**src/rtl/tt_slot_pkg.sv**
```systemverilog
package tt_slot_pkg;

   // action chosen for the selection register in one cycle, by priority
   typedef enum logic [2:0] {
      ACT_HOLD   = 3'd0,
      ACT_RESYNC = 3'd1,
      ACT_LOAD   = 3'd2,
      ACT_REJECT = 3'd3,
      ACT_STEP   = 3'd4
   } slot_act_e;

   // view of the currently selected slot
   typedef struct packed {
      logic hit;   // cycle time equals its trigger time
      logic skip;  // configuration field nonzero
   } slot_view_t;

endpackage

```
**src/rtl/tt_slot_mux.sv**
```systemverilog
module tt_slot_mux #(
   parameter int NUM_SLOTS = 7,
   parameter int TIME_W    = 16,
   parameter int CFG_W     = 12,
   parameter int IDX_W     = 3,
   parameter int MUX_STYLE = 0   // 0: one-hot AND-OR, 1: encoded index select
) (
   input  logic [NUM_SLOTS-1:0]        sel,
   input  logic [TIME_W-1:0]           cyc_time,
   input  logic [NUM_SLOTS*TIME_W-1:0] trig_time,
   input  logic [NUM_SLOTS*CFG_W-1:0]  mb_cfg,
   output tt_slot_pkg::slot_view_t     view,
   output logic [IDX_W-1:0]            idx
);
   import tt_slot_pkg::*;

   // index encoding of the one-hot selection
   always_comb begin
      idx = '0;
      for (int i = 0; i < NUM_SLOTS; i++) begin
         if (sel[i]) idx = idx | IDX_W'(i);
      end
   end

   generate
      if (MUX_STYLE == 0) begin : g_andor
         logic [TIME_W-1:0] trig_cur;
         logic [CFG_W-1:0]  cfg_cur;
         always_comb begin
            trig_cur = '0;
            cfg_cur  = '0;
            for (int i = 0; i < NUM_SLOTS; i++) begin
               trig_cur = trig_cur | (trig_time[i*TIME_W +: TIME_W] & {TIME_W{sel[i]}});
               cfg_cur  = cfg_cur  | (mb_cfg[i*CFG_W +: CFG_W] & {CFG_W{sel[i]}});
            end
         end
         assign view.hit  = (|sel) && (trig_cur == cyc_time);
         assign view.skip = |cfg_cur;
      end else begin : g_index
         logic [TIME_W-1:0] trig_cur;
         logic [CFG_W-1:0]  cfg_cur;
         always_comb begin
            trig_cur = '0;
            cfg_cur  = '0;
            for (int i = 0; i < NUM_SLOTS; i++) begin
               if (idx == IDX_W'(i)) begin
                  trig_cur = trig_time[i*TIME_W +: TIME_W];
                  cfg_cur  = mb_cfg[i*CFG_W +: CFG_W];
               end
            end
         end
         assign view.hit  = (|sel) && (trig_cur == cyc_time);
         assign view.skip = |cfg_cur;
      end
   endgenerate

endmodule

```
**src/rtl/tt_slot_wrchk.sv**
```systemverilog
module tt_slot_wrchk #(
   parameter int NUM_SLOTS = 7
) (
   input  logic [NUM_SLOTS-1:0] field,
   output logic                 valid
);
   logic [NUM_SLOTS:0] seen;
   logic [NUM_SLOTS:0] dup;

   assign seen[0] = 1'b0;
   assign dup[0]  = 1'b0;

   generate
      for (genvar i = 0; i < NUM_SLOTS; i++) begin : g_scan
         assign dup[i+1]  = dup[i] | (seen[i] & field[i]);
         assign seen[i+1] = seen[i] | field[i];
      end
   endgenerate

   assign valid = seen[NUM_SLOTS] & ~dup[NUM_SLOTS];

endmodule

```
**src/rtl/tt_slot_step.sv**
```systemverilog
module tt_slot_step #(
   parameter int NUM_SLOTS = 7
) (
   input  logic [NUM_SLOTS-1:0] cur,
   output logic [NUM_SLOTS-1:0] nxt
);
   generate
      if (NUM_SLOTS == 1) begin : g_single
         assign nxt = cur;
      end else begin : g_rot
         assign nxt[0] = cur[NUM_SLOTS-1];
         for (genvar i = 1; i < NUM_SLOTS; i++) begin : g_bit
            assign nxt[i] = cur[i-1];
         end
      end
   endgenerate

endmodule

```
**src/rtl/tt_slot_seq.sv**
```systemverilog
module tt_slot_seq #(
   parameter int NUM_SLOTS = 7,
   parameter int TIME_W    = 16,
   parameter int CFG_W     = 12,
   parameter int REG_W     = 16,
   parameter int SLOT_LSB  = 8,
   parameter int IDX_W     = 3,
   parameter int MUX_STYLE = 0
) (
   input  logic                        clk,
   input  logic                        rst_n,
   input  logic [TIME_W-1:0]           cyc_time,
   input  logic [NUM_SLOTS*TIME_W-1:0] trig_time,
   input  logic [NUM_SLOTS*CFG_W-1:0]  mb_cfg,
   input  logic                        ref_evt,
   input  logic                        cfg_mode,
   input  logic                        test_mode,
   input  logic                        wr_en,
   input  logic [REG_W-1:0]            wr_data,
   output logic [REG_W-1:0]            sel_o,
   output logic [REG_W-1:0]            rd_data,
   output logic                        tx_strobe,
   output logic [IDX_W-1:0]            tx_index,
   output logic                        wr_err
);
   import tt_slot_pkg::*;

   localparam int SLOT_MSB = SLOT_LSB + NUM_SLOTS - 1;
   localparam logic [NUM_SLOTS-1:0] SEL_FIRST = NUM_SLOTS'(1);
   localparam logic [NUM_SLOTS-1:0] SEL_LAST  = NUM_SLOTS'(1) << (NUM_SLOTS - 1);

   // elaboration-time parameter checks
   generate
      if (NUM_SLOTS < 1) begin : g_bad_slots
         $error("NUM_SLOTS must be at least 1");
      end
      if (SLOT_MSB >= REG_W) begin : g_bad_field
         $error("slot field does not fit in the register");
      end
      if ((1 << IDX_W) < NUM_SLOTS) begin : g_bad_idx
         $error("IDX_W too narrow for NUM_SLOTS");
      end
      if (MUX_STYLE != 0 && MUX_STYLE != 1) begin : g_bad_style
         $error("MUX_STYLE must be 0 or 1");
      end
   endgenerate

   logic [NUM_SLOTS-1:0] sel_q;
   logic [NUM_SLOTS-1:0] sel_next;
   logic [NUM_SLOTS-1:0] wr_field;
   logic                 wr_valid;
   logic [IDX_W-1:0]     cur_idx;
   slot_view_t           view;
   slot_act_e            act;

   // reserved write bits are read here only to mark them as consumed
   logic unused_wr_bits;
   assign unused_wr_bits = ^wr_data;

   assign wr_field = wr_data[SLOT_MSB:SLOT_LSB];

   tt_slot_mux #(
      .NUM_SLOTS (NUM_SLOTS),
      .TIME_W    (TIME_W),
      .CFG_W     (CFG_W),
      .IDX_W     (IDX_W),
      .MUX_STYLE (MUX_STYLE)
   ) u_mux (
      .sel       (sel_q),
      .cyc_time  (cyc_time),
      .trig_time (trig_time),
      .mb_cfg    (mb_cfg),
      .view      (view),
      .idx       (cur_idx)
   );

   tt_slot_wrchk #(.NUM_SLOTS(NUM_SLOTS)) u_wrchk (
      .field (wr_field),
      .valid (wr_valid)
   );

   tt_slot_step #(.NUM_SLOTS(NUM_SLOTS)) u_step (
      .cur (sel_q),
      .nxt (sel_next)
   );

   // priority: resynchronise > software access > stepping
   always_comb begin
      act = ACT_HOLD;
      if (ref_evt) begin
         act = ACT_RESYNC;
      end else if (cfg_mode) begin
         if (wr_en && test_mode) act = wr_valid ? ACT_LOAD : ACT_REJECT;
      end else if (view.hit || view.skip) begin
         act = ACT_STEP;
      end
   end

   always_ff @(posedge clk or negedge rst_n) begin
      if (!rst_n) begin
         sel_q     <= SEL_LAST;
         tx_strobe <= 1'b0;
         tx_index  <= '0;
         wr_err    <= 1'b0;
      end else begin
         tx_strobe <= 1'b0;
         wr_err    <= 1'b0;
         unique case (act)
            ACT_RESYNC: sel_q <= SEL_FIRST;
            ACT_LOAD:   sel_q <= wr_field;
            ACT_REJECT: wr_err <= 1'b1;
            ACT_STEP: begin
               sel_q <= sel_next;
               if (view.hit && !view.skip) begin
                  tx_strobe <= 1'b1;
                  tx_index  <= cur_idx;
               end
            end
            default: ;
         endcase
      end
   end

   // place the selection into the register image, reserved bits zero
   generate
      for (genvar b = 0; b < REG_W; b++) begin : g_reg
         if (b >= SLOT_LSB && b <= SLOT_MSB) begin : g_live
            assign sel_o[b] = sel_q[b - SLOT_LSB];
         end else begin : g_rsvd
            assign sel_o[b] = 1'b0;
         end
      end
   endgenerate

   assign rd_data = test_mode ? sel_o : '0;

endmodule

```
**config.mk**
```make
export PLATFORM = sky130hd
export DESIGN_NAME = tt_slot_seq
export DESIGN_NICKNAME = d
export VERILOG_FILES = /design/src/rtl/tt_slot_pkg.sv /design/src/rtl/tt_slot_mux.sv /design/src/rtl/tt_slot_wrchk.sv /design/src/rtl/tt_slot_step.sv /design/src/rtl/tt_slot_seq.sv
export SDC_FILE = /design/constraint.sdc
export NUM_CORES = 1
export LEC_CHECK = 0
export ABC_CLOCK_PERIOD_IN_PS = 2880
export BUFFER_PORTS_ARGS = -buffer_cell sky130_fd_sc_hd__buf_2
export CAP_MARGIN = 20
export CORE_AREA = 2 2 104 106
export CTS_BUF_LIST = sky130_fd_sc_hd__clkbuf_4
export DETAILED_ROUTE_END_ITERATION = 16
export DIE_AREA = 0 0 106 108
export PLACE_DENSITY = 0.56
export SETUP_SLACK_MARGIN = 0.3
export SLEW_MARGIN = 20
export SYNTH_ARGS = -nofsm -noshare
export SYNTH_HDL_FRONTEND = slang
export SYNTH_SLANG_ARGS = --single-unit
```
**constraint.sdc**
```tcl
create_clock -name clk -period 2.88 [get_ports clk]
set_input_delay 0.144 -clock clk [delete_from_list [all_inputs] [get_ports clk]]
set_output_delay 0.144 -clock clk [all_outputs]
set_load 0.02 [all_outputs]
```
; After elaboration in Yosys (flattened, before gate mapping)
; Cells that the tools add are included.
[op_classes]
n_bitwise = 45
n_reduce_logical = 9
n_mux = 16
n_eq_ne = 5
[op_table]
columns = op, count
row1 = $and 16x16->16, 7
row2 = $or 16x16->16, 6
row3 = $and 12x12->12, 7
row4 = $or 12x12->12, 6
row5 = $pmux 7 s3, 1
row6 = $mux 3, 6
row7 = $eq 16x16->1, 1
row8 = $mux 15, 1
row9 = $reduce_or 12->1, 1
row10 = $or 1x1->1, 11
row11 = $and 1x1->1, 7
row12 = $reduce_or 7->1, 1
row13 = $eq 3x2->1 const B, 2
row14 = $mux 2, 3
row15 = $mux 1, 5
row16 = $eq 3x1->1 const B, 1
row17 = $eq 3x3->1 const B, 1
row18 = $logic_and 1x1->1, 3
row19 = $reduce_bool 3->1, 1
row20 = $reduce_and 2->1, 1
row21 = $logic_not 1->1, 1
row22 = $logic_or 1x1->1, 1
row23 = $not 1->1, 1
[totals]
in_bits = 234
word_cells = 79
out_inout_bits = 37
ff_bits = 12

; Longest topological paths before layout
; Gate-level depths: netlist (run 1).
[depth]
word_depth = 15
depth_mapped = 10
ltp_nobuf = 7

; Hierarchy
; From an unflattened synthesis (run 1), not the netlist that was laid out.
[unflattened]
cells_unflattened = 228
hier_area_um2 = 1924.3
[by_module_without_submodules]
columns = mod, n_inst, cells_per_inst, seq_area_each_um2, area_per_inst_um2
row1 = tt_slot_mux, 1, 143, 0.0, 1074.8
row2 = tt_slot_seq, 1, 67, 301.5, 726.9
row3 = tt_slot_wrchk, 1, 11, 0.0, 70.1
row4 = tt_slot_step, 1, 7, 0.0, 52.6

; Worst setup path before layout (run 1)
; OpenSTA, ideal clock, no wires.
[synth_path]
path_kind = register -> register
from = reg sel_q[1]
to = reg tx_index[1]
t_arrival_ns = 2.631
n_path_buf = 1
setup_slack_ns = 0.124
path_stages_with_launch = 9
cell_sequence = dfrtp_1 buf_6 a222oi_1 nand3_1 xor2_1 or4b_1 or4_4 nor2_4 mux2_4
[synth_between]
elab_chain_cells = 15
[synth_rtl]
columns = element, line
row1 = from (decl), tt_slot_seq.sv:48  ; logic [NUM_SLOTS-1:0] sel_q;
row2 = from (signal assigned), tt_slot_seq.sv:110  ; ACT_LOAD: sel_q <= wr_field;
row3 = from (signal assigned), tt_slot_seq.sv:113  ; sel_q <= sel_next;
row4 = $and 16x16->16, tt_slot_mux.sv:33  ; trig_cur = trig_cur | (trig_time[i*TIME_W +: TIME_W] & {TIME_W{sel[i]}});
row5 = $or 16x16->16 (6 in a row), tt_slot_mux.sv:33
row6 = $eq 16x16->1, tt_slot_mux.sv:37  ; assign view.hit = (|sel) && (trig_cur == cyc_time);
row7 = $logic_and 1x1->1, tt_slot_mux.sv:37
row8 = $logic_or 1x1->1, tt_slot_seq.sv:94  ; end else if (view.hit || view.skip) begin
row9 = $mux 3, tt_slot_seq.sv:94
row10 = $mux 3, tt_slot_seq.sv:92  ; end else if (cfg_mode) begin
row11 = $mux 3, tt_slot_seq.sv:90  ; if (ref_evt) begin
row12 = $eq 3x3->1, tt_slot_seq.sv:108  ; unique case (act)
row13 = $reduce_and 2->1 (no source line) (*), --
row14 = to (signal assigned), tt_slot_seq.sv:116  ; tx_index <= cur_idx;
row15 = to (decl), tt_slot_seq.sv:23  ; output logic [IDX_W-1:0] tx_index,
; Every way passes the cells marked *; elsewhere a longest branch is shown, timed or not.
; A chain may end at the register's enable or synchronous reset.

; Worst setup path after layout (run 1)
[layout_path]
from = reg sel_q[4]
to = reg tx_index[1]
[layout_between]
elab_chain_cells = 12
[layout_rtl]
columns = element, line
row1 = $and 16x16->16, tt_slot_mux.sv:33
row2 = $or 16x16->16 (3 in a row), tt_slot_mux.sv:33
row3 = $eq 16x16->1, tt_slot_mux.sv:37
row4 = $logic_and 1x1->1, tt_slot_mux.sv:37
row5 = $logic_or 1x1->1, tt_slot_seq.sv:94
row6 = $mux 3, tt_slot_seq.sv:94
row7 = $mux 3, tt_slot_seq.sv:92
row8 = $mux 3, tt_slot_seq.sv:90
row9 = $eq 3x3->1, tt_slot_seq.sv:108
row10 = $reduce_and 2->1 (no source line) (*), --
; Marks and branches as above.

==> metrics.md, run 1 <==
| Metric | Value |
|---|---|
| CTS Buffer Depth | `2` |
| Top Family by Delay on Critical Path | `simple AND/OR/NAND/NOR gates` |
| Met2 WL | `5239 um` |
| Clock Sinks | `12` |
| Count of cell types in the netlist | `40` |
| Total leakage power | `1.744 nW` |
| Register area share after synthesis | `between 10% and 20%` |
| Area growth from synthesis to layout | `81.33%` |
| Placed Cells | `~620` |
| Final std cells w/o fill | `628` |
| Async SR Flop Fraction | `100.0%` |
| Max H-tree Level | `1` |
| Routed Wire Length | `10080 um` |
| CP startpoint kind | `register` |
| Final ANT Viol Nets | `0` |
| Post-synth top flop | `dfrtp_1` |
| Root buffer cell | `clkbuf_4` |
| Drt first pass iters | `6` |
| Synthesized area | `0.001843 sq mm` |
| RSZ-0062 raised after global routing | `yes` |
| DR iter-0 viols | `241` |
| Post-synth EDFFs | `0` |
| Met3 Wirelength | `around 970 um` |
| Worst min path class | `input pin to register` |
| Die width | `around 110 um` |
| Worst Path Class, Setup | `register to register` |
| Min Hold Slack | `147.1 ps` |
| CTS Buf Count | `3` |
| Cell chain of the critical path | `a222oi_1, nand3_1, xor2_1, or4b_1, or4_4, nor2_4, mux2_4` |
| Buffers & Inverters on Critical Path | `0` |
| Internal | `roughly 480 uW` |
| Clk Latency, worst-skew pair | `270 ps` |
| Setup WS post-layout | `-3.731 ps` |
| Syn Inst Count | `roughly 240` |
| DR WL/cell | `16.05 um` |
| Synth warn | `0` |
| Max FO, Critical Path | `9` |
| Max Cap Viol | `0` |
| CP arrival | `3040 ps` |
| Grt total ovfl | `0` |
| # setup viols final | `2` |
| Vias/cell | `4.857` |
| CP peak stage delay | `approximately 570 ps` |
| Nets | `about 730` |
| Total power | `807.9 uW` |
| Max Clk Rate | `0.3468 GHz` |
| VDD IR-drop max | `0.1377 mV` |
| Fin Setup TNS | `-6.048 ps` |
| Uppermost routed layer | `met4` |
| Core area | `0.01023 sq mm` |
| P per Cell Area | `241.7 mW/mm^2` |
| Post-DP HPWL | `8822 um` |
| Clock network fraction of design power | `12.7%` |
| Num ports | `271` |
| Port buffer count | `243` |
| Fraction of the cycle the final worst path needs | `100.1%` |
| Seq pwr share | `about a quarter` |
| CTS tree | `built` |
| FILL cells | `1139` |
| Initial antenna violation count | `0` |
| Avg Inst Size Synth | `7.744 sq um` |
| Largest net degree at the start of global routing | `15` |
| N_diodes | `0` |
| Critical Path Sink Type | `register` |
| Critical path's slowest cell | `or4_4` |
| Sw power | `328.3 uW` |
| #FFs+latches synth | `12` |
| Vias in the first global route | `3039` |
| Die height | `108 um` |
| Gpl congestion | `around 0.83` |
| DRC Markers | `0` |
| Final max-slew violation count | `0` |
| Layout cell share with drive strength beyond 1 | `57.32%` |
| Status | `finished with violations` |
| Final hold viol count | `0` |
| Failing checks | `negative setup slack` |
| Fin crit period | `2884 ps` |
| WL met1 | `3830 um` |
| First-pass GRT wire length | `14810 um` |
| Initial Utilization | `18.01%` |
| Vias after detailed routing | `slightly above 3000` |
| Clock Skew | `1.673 ps` |
| Die area | `roughly 0.011 sq mm` |
| Power share of the combinational group | `62.9%` |
| GRT Total Usage | `16.26%` |
| Cell Rows | `37` |
| Net Sw Frac | `between 40% and 50%` |
| Crit path required time | `3040 ps` |
| Clock slew seen by the registers of the worst setup and hold paths | `70 ps` |
[worst paths after layout]
kind | cells after the start | slack (ps) | endpoint | startpoint
min in group asynchronous | 2 | 280 | tx_index[2]$_DFFE_PN0P_ | rst_n
max reg2reg | 7 | -4 | tx_index[1]$_DFFE_PN0P_ | sel_q[4]$_DFFE_PN0P_
min reg2reg | 2 | 530 | tx_index[0]$_DFFE_PN0P_ | tx_index[0]$_DFFE_PN0P_
max | 7 | -4 | tx_index[1]$_DFFE_PN0P_ | sel_q[4]$_DFFE_PN0P_
max in group asynchronous | 2 | 2330 | sel_q[6]$_DFFE_PN1P_ | rst_n
min | 3 | 150 | wr_err$_DFF_PN0_ | wr_en
[cells in the final DEF (no fill, tap or decap), types with 4 or more instances in the layout]
cell,count
conb_1,18
xnor2_1,5
buf_4,21
a222oi_1,16
a22oi_1,33
nor2_1,12
buf_2,243
nor4_1,24
a31oi_1,5
xor2_1,9
a221o_1,6
dfrtp_1,7
nand4_1,6
and2_1,7
nand2_1,5
dfrtp_2,4
nand3_1,18
inv_1,13
[layer usage]
metal	global-route usage, %	vias to the layer above
met4	2.350	0
met3	3.074	6
met2	31.38	204
met5	0	-
met1	18.98	1392
li1	-	1448
[cell families after synthesis]
logic type             count (synthesis)  share of synthesized area [%]
AO/OA/AOI/OAI                         70                          31.16
other                                  1                         0.2035
buffers and inverters                 47                          14.39
AND/OR/NAND/NOR                       91                          29.06
multiplexers                           3                          2.173
flip-flops                            12                          16.36
XOR/XNOR                              14                          6.653
[timing repair]
action                                  CTS  global route
pin swaps                                 2             3
endpoints found under the setup margin   11            11
resized for setup                         3             2
endpoints found under the hold margin    12             0
hold buffers                              1             0
setup buffers                             3             1
[worst reg2reg max path, delay by kind of cell (launching register included)]
kind,cells,cell delay [ps]
AOI/OAI and AO/OA,1,410
muxes,1,310
xor gates and xnor gates,1,190
and+or+nand+nor,4,1390
DFF,1,480
[power groups by stage]
stage,Sequential (mW),Clock [mW],Combinational (mW)
after global routing,0.199,0.117,0.562
after global placement,0.199,0,0.485
final,0.197,0.103,0.508
after floorplan,0.194,0,0.252
after detailed placement,0.200,0,0.490
after CTS,0.197,0.106,0.502
[flip-flops by register name, summed over array words and instances (netlist names)]
name	count
sel_q	7
tx_index	3
tx_strobe	1
wr_err	1
[area by class of cell]
| cell class | instances | area [sq um] | area share, % |
|---|---|---|---|
| Clock inverter | 1 | 3.754 | 0.1123 |
| Timing Repair Buffer | 267 | 1424 | 42.61 |
| Sequential cell | 12 | 306.5 | 9.173 |
| Clock buffer | 3 | 22.52 | 0.6739 |
| Multi-Input combinational cell | 196 | 1366 | 40.88 |
| Tap cell | 136 | 170.2 | 5.092 |
| Inverter | 13 | 48.80 | 1.460 |
[Yosys cell counts (5+ instances only)]
cell / number / share of area [%]
a221o_1: 6 / 3.3
a222oi_1: 16 / 8.7
a22oi_1: 33 / 13
a31oi_1: 5 / 1.7
and2_1: 7 / 2.4
buf_2: 5 / 1.4
buf_4: 18 / 7.3
clkbuf_1: 6 / 1.2
dfrtp_1: 11 / 15
inv_1: 13 / 2.6
nand2_1: 5 / 1.0
nand3_1: 18 / 4.9
nand4_1: 6 / 2.0
nor2_1: 12 / 2.4
nor4_1: 24 / 8.1
xnor2_1: 5 / 2.4
xor2_1: 9 / 4.3
[metrics by stage]
stage / cell area, sq um / utilization (%) / worst slack (ps)
finish: 3342 / 32.66 / -3.731
global route: 3342 / 32.66 / -151.5
CTS: 3316 / 32.41 / -20.56
detailed placement: 3249 / 31.76 / -15.00
global placement: 3249 / 31.76 / 53.09
floorplan: 1913 / - / 156.3
No activity file was read; power rests on OpenSTA's default activity.
==> run 2, diff against run 1 <==
--- a/config.mk
+++ b/config.mk
@@ -13,8 +13,9 @@
 export DETAILED_ROUTE_END_ITERATION = 16
 export DIE_AREA = 0 0 106 108
 export PLACE_DENSITY = 0.56
-export SETUP_SLACK_MARGIN = 0.3
-export SLEW_MARGIN = 20
+export RECOVER_POWER = 50
+export SETUP_SLACK_MARGIN = 0.5
+export SLEW_MARGIN = 15
 export SYNTH_ARGS = -nofsm -noshare
 export SYNTH_HDL_FRONTEND = slang
 export SYNTH_SLANG_ARGS = --single-unit
==> run 2 against run 1 <==
The run still ends with negative setup slack left. Sequential power down 2%. Combinational power down 2%. Highest routed layer unchanged. Register-to-register slack worse by 30 ps. Clock-buffer cell count up 1. Die area unchanged. Wire length down 0.98%. Global-route usage down 0.38 points.
==> metrics.md, run 2 (synthesis gave the netlist of run 1 again) <==
| Metric | Value |
|---|---|
| Worst r2r path cells | `7 (unchanged)` |
| Buffers & Inverters on Critical Path | `0 (unchanged)` |
| CTS tree | `built` |
| Area growth from synthesis to layout | `78.89%` |
| Largest net degree at the start of global routing | `23 (+8)` |
| Gpl congestion | `0.8078 (-2.6%)` |
| Die width | `106 um (unchanged)` |
| Vias after detailed routing | `3027 (-0.75%)` |
| Clock Sinks | `12 (unchanged)` |
| Max H-tree Level | `1 (unchanged)` |
| Fin Setup TNS | `-61.05 ps (-55.01 ps)` |
| DR WL/cell | `15.97 um (-0.51%)` |
| Max FO, Critical Path | `6 (-3)` |
| Worst min path class | `input pin to register` |
| Fraction of the cycle the final worst path needs | `101.1% (+1.0 points)` |
| Final max-slew violation count | `0 (unchanged)` |
| Grt total ovfl | `0 (unchanged)` |
| Clk Latency, worst-skew pair | `270 ps (about the same)` |
| Worst r2r src | `sel_q[3]$_DFFE_PN0P_` |
| Biggest regs | `sel_q x7, tx_index x3` |
| Crit path required time | `3040 ps (about the same)` |
| First-pass GRT wire length | `14250 um (-3.8%)` |
| Routed Wire Length | `9979 um (-0.98%)` |
| Initial antenna violation count | `0 (unchanged)` |
| N_diodes | `0 (unchanged)` |
| Port buffer count | `243 (unchanged)` |
| Critical path's slowest cell | `a222oi_1` |
| Status | `finished with violations` |
| Critical Path Sink Type | `register` |
| Fin util | `32.22% (-0.44 points)` |
| Root buffer cell | `clkbuf_4` |
| Final std cells w/o fill | `625 (-0.48%)` |
| Worst Hold Depth | `3 (unchanged)` |
| Cell chain of the critical path | `a222oi_1, and4_1, o22ai_1, or4_1, or4_4, nor2_4, mux2_4` |
| Most frequent cells in the layout | `buf_2 (238), a22oi_1 (33), nor4_1 (24)` |
| Die height | `108 um (unchanged)` |
| FILL cells | `1105 (-3.0%)` |
| Total power | `811.5 uW (+0.45%)` |
| Max-slew headroom | `between 50 and 60%` |
| HP Start | `wr_en` |
| VDD IR-drop max | `0.1120 mV (-19%)` |
| Die area | `0.01145 sq mm (unchanged)` |
| Num ports | `271 (unchanged)` |
| CP startpoint kind | `register` |
| Clock Skew | `6.954 ps (+5.282 ps)` |
| Worst Hold End | `wr_err$_DFF_PN0_` |
| Failing checks | `negative setup slack` |
| Final ANT Viol Nets | `0 (unchanged)` |
| Fin crit period | `2913 ps (+28.88 ps)` |
| Placed Cells | `617 (-0.32%)` |
| Top Family by Delay on Critical Path | `simple AND/OR/NAND/NOR gates` |
| Multi-input gate area | `0.001346 sq mm (-1.5%)` |
| GRT Total Usage | `15.87% (-0.38 points)` |
| DRC Markers | `0 (unchanged)` |
| CTS Buf Count | `3 (unchanged)` |
| Worst slew pin tran | `about 670 ps` |
| # setup viols final | `2 (unchanged)` |
| CTS Buffer Depth | `2 (unchanged)` |
| Core area | `0.01023 sq mm (unchanged)` |
| Vias/cell | `4.843 (-0.28%)` |
| Cell Rows | `37 (unchanged)` |
| Max Cap Viol | `0 (unchanged)` |
| Nets | `724 (-0.41%)` |
| Drt first pass iters | `8 (+2)` |
| Final hold viol count | `0 (unchanged)` |
| Vias in the first global route | `2944 (-3.1%)` |
| Max Clk Rate | `0.3433 GHz (-0.99%)` |
| Total leakage power | `1.714 nW (-1.7%)` |
| Min Hold Slack | `144.7 ps (-2.375 ps)` |
| Initial Utilization | `18.01% (unchanged)` |
| DR iter-0 viols | `265 (+10%)` |
| Reg2reg end | `tx_index[1]$_DFFE_PN0P_` |
| Number of flip-flops in the largest register | `7 (unchanged)` |
| CP peak stage delay | `540 ps (-30 ps)` |
| CP arrival | `3080 ps (+40 ps)` |
| Layout cell share with drive strength beyond 1 | `55.83% (-1.5 points)` |
| Clock slew seen by the registers of the worst setup and hold paths | `80 ps (about the same)` |
| Post-DP HPWL | `8698 um (-1.4%)` |
| Register area | `306.5 sq um (unchanged)` |
| RSZ-0062 raised after global routing | `yes` |
| Setup WS post-layout | `-32.61 ps (-28.88 ps)` |
| Most common cell after layout, fill and taps aside | `buf_2` |
| P per Cell Area | `246.2 mW/mm^2 (+1.8%)` |
| Biggest register | `sel_q` |
| R2R setup slack | `-30 ps (-30 ps)` |
| Worst Path Class, Setup | `register to register` |
[run 2: cell count changes in the layout (fill, tap and decap cells not counted), sizes merged]
cell,previous run,this run
buf,266,258
clkbuf,3,9
clkinv,1,0
[run 2: per-stage QoR]
step                      cell area [sq um]  worst slack (ps)
final                                  3297            -32.61
after global routing                   3297            -127.9
after CTS                              3282            -32.69
after detailed placement               3234            -34.77
after global placement                 3234             5.324
after floorplan                        1913             156.3
[run 2: timing repair]
item / 4_1_cts / 5_1_grt
endpoints found under the hold margin: 11 / 0
pin swaps: 0 / 2
buffers inserted: 1 / 2
setup endpoints to repair: 11 / 11
hold buffers: 1 / 0
resized for setup: 0 / 2
[run 2: worst max path at each step]
stage / start / end / slack (ps) / depth (start not counted)
final: sel_q[3]$_DFFE_PN0P_ / tx_index[1]$_DFFE_PN0P_ / -30 / 7
after global routing: sel_q[3]$_DFFE_PN0P_ / tx_index[1]$_DFFE_PN0P_ / -130 / 7
after CTS: sel_q[3]$_DFFE_PN0P_ / tx_index[1]$_DFFE_PN0P_ / -30 / 7
after detailed placement: sel_q[3]$_DFFE_PN0P_ / tx_index[1]$_DFFE_PN0P_ / -30 / 7
after global placement: sel_q[4]$_DFFE_PN0P_ / tx_index[2]$_DFFE_PN0P_ / 5 / 7
after floorplan: sel_q[1]$_DFFE_PN0P_ / tx_index[1]$_DFFE_PN0P_ / 160 / 8
[run 2: worst register-to-register path, stage by stage (launching register included)]
cell	delay (ps)
dfrtp_2	440
a222oi_1	540
and4_1	300
o22ai_1	70
or4_1	530
or4_4	470
nor2_4	150
mux2_4	310
[run 2: power by group]
part / total [mW] / internal, mW / switching, mW
Combinational: 0.500 / 0.246 / 0.254
Sequential: 0.193 / 0.176 / 0.0170
Clock: 0.118 / 0.0630 / 0.0552
Total: 0.812 / 0.485 / 0.326
[run 2: per-layer routing]
| layer | routed length, um | vias up | track usage [%] | part of all wire (%) |
|---|---|---|---|---|
| li1 | - | 1444 | - | - |
| met1 | 4047 | 1363 | 18.80 | 41 |
| met2 | 4980 | 212 | 29.86 | 50 |
| met3 | 840 | 8 | 2.592 | 8.4 |
| met4 | 112 | 0 | 3.853 | 1.1 |
| met5 | 0 | - | 0 | 0 |
[run 2: cell type report]
cell class / count / share of cell area (%)
Tap cell: 136 / 5.161
Multi-Input combinational cell: 196 / 40.83
Timing Repair Buffer: 264 / 42.32
Clock buffer: 4 / 0.9108
Inverter: 13 / 1.480
Sequential cell: 12 / 9.298
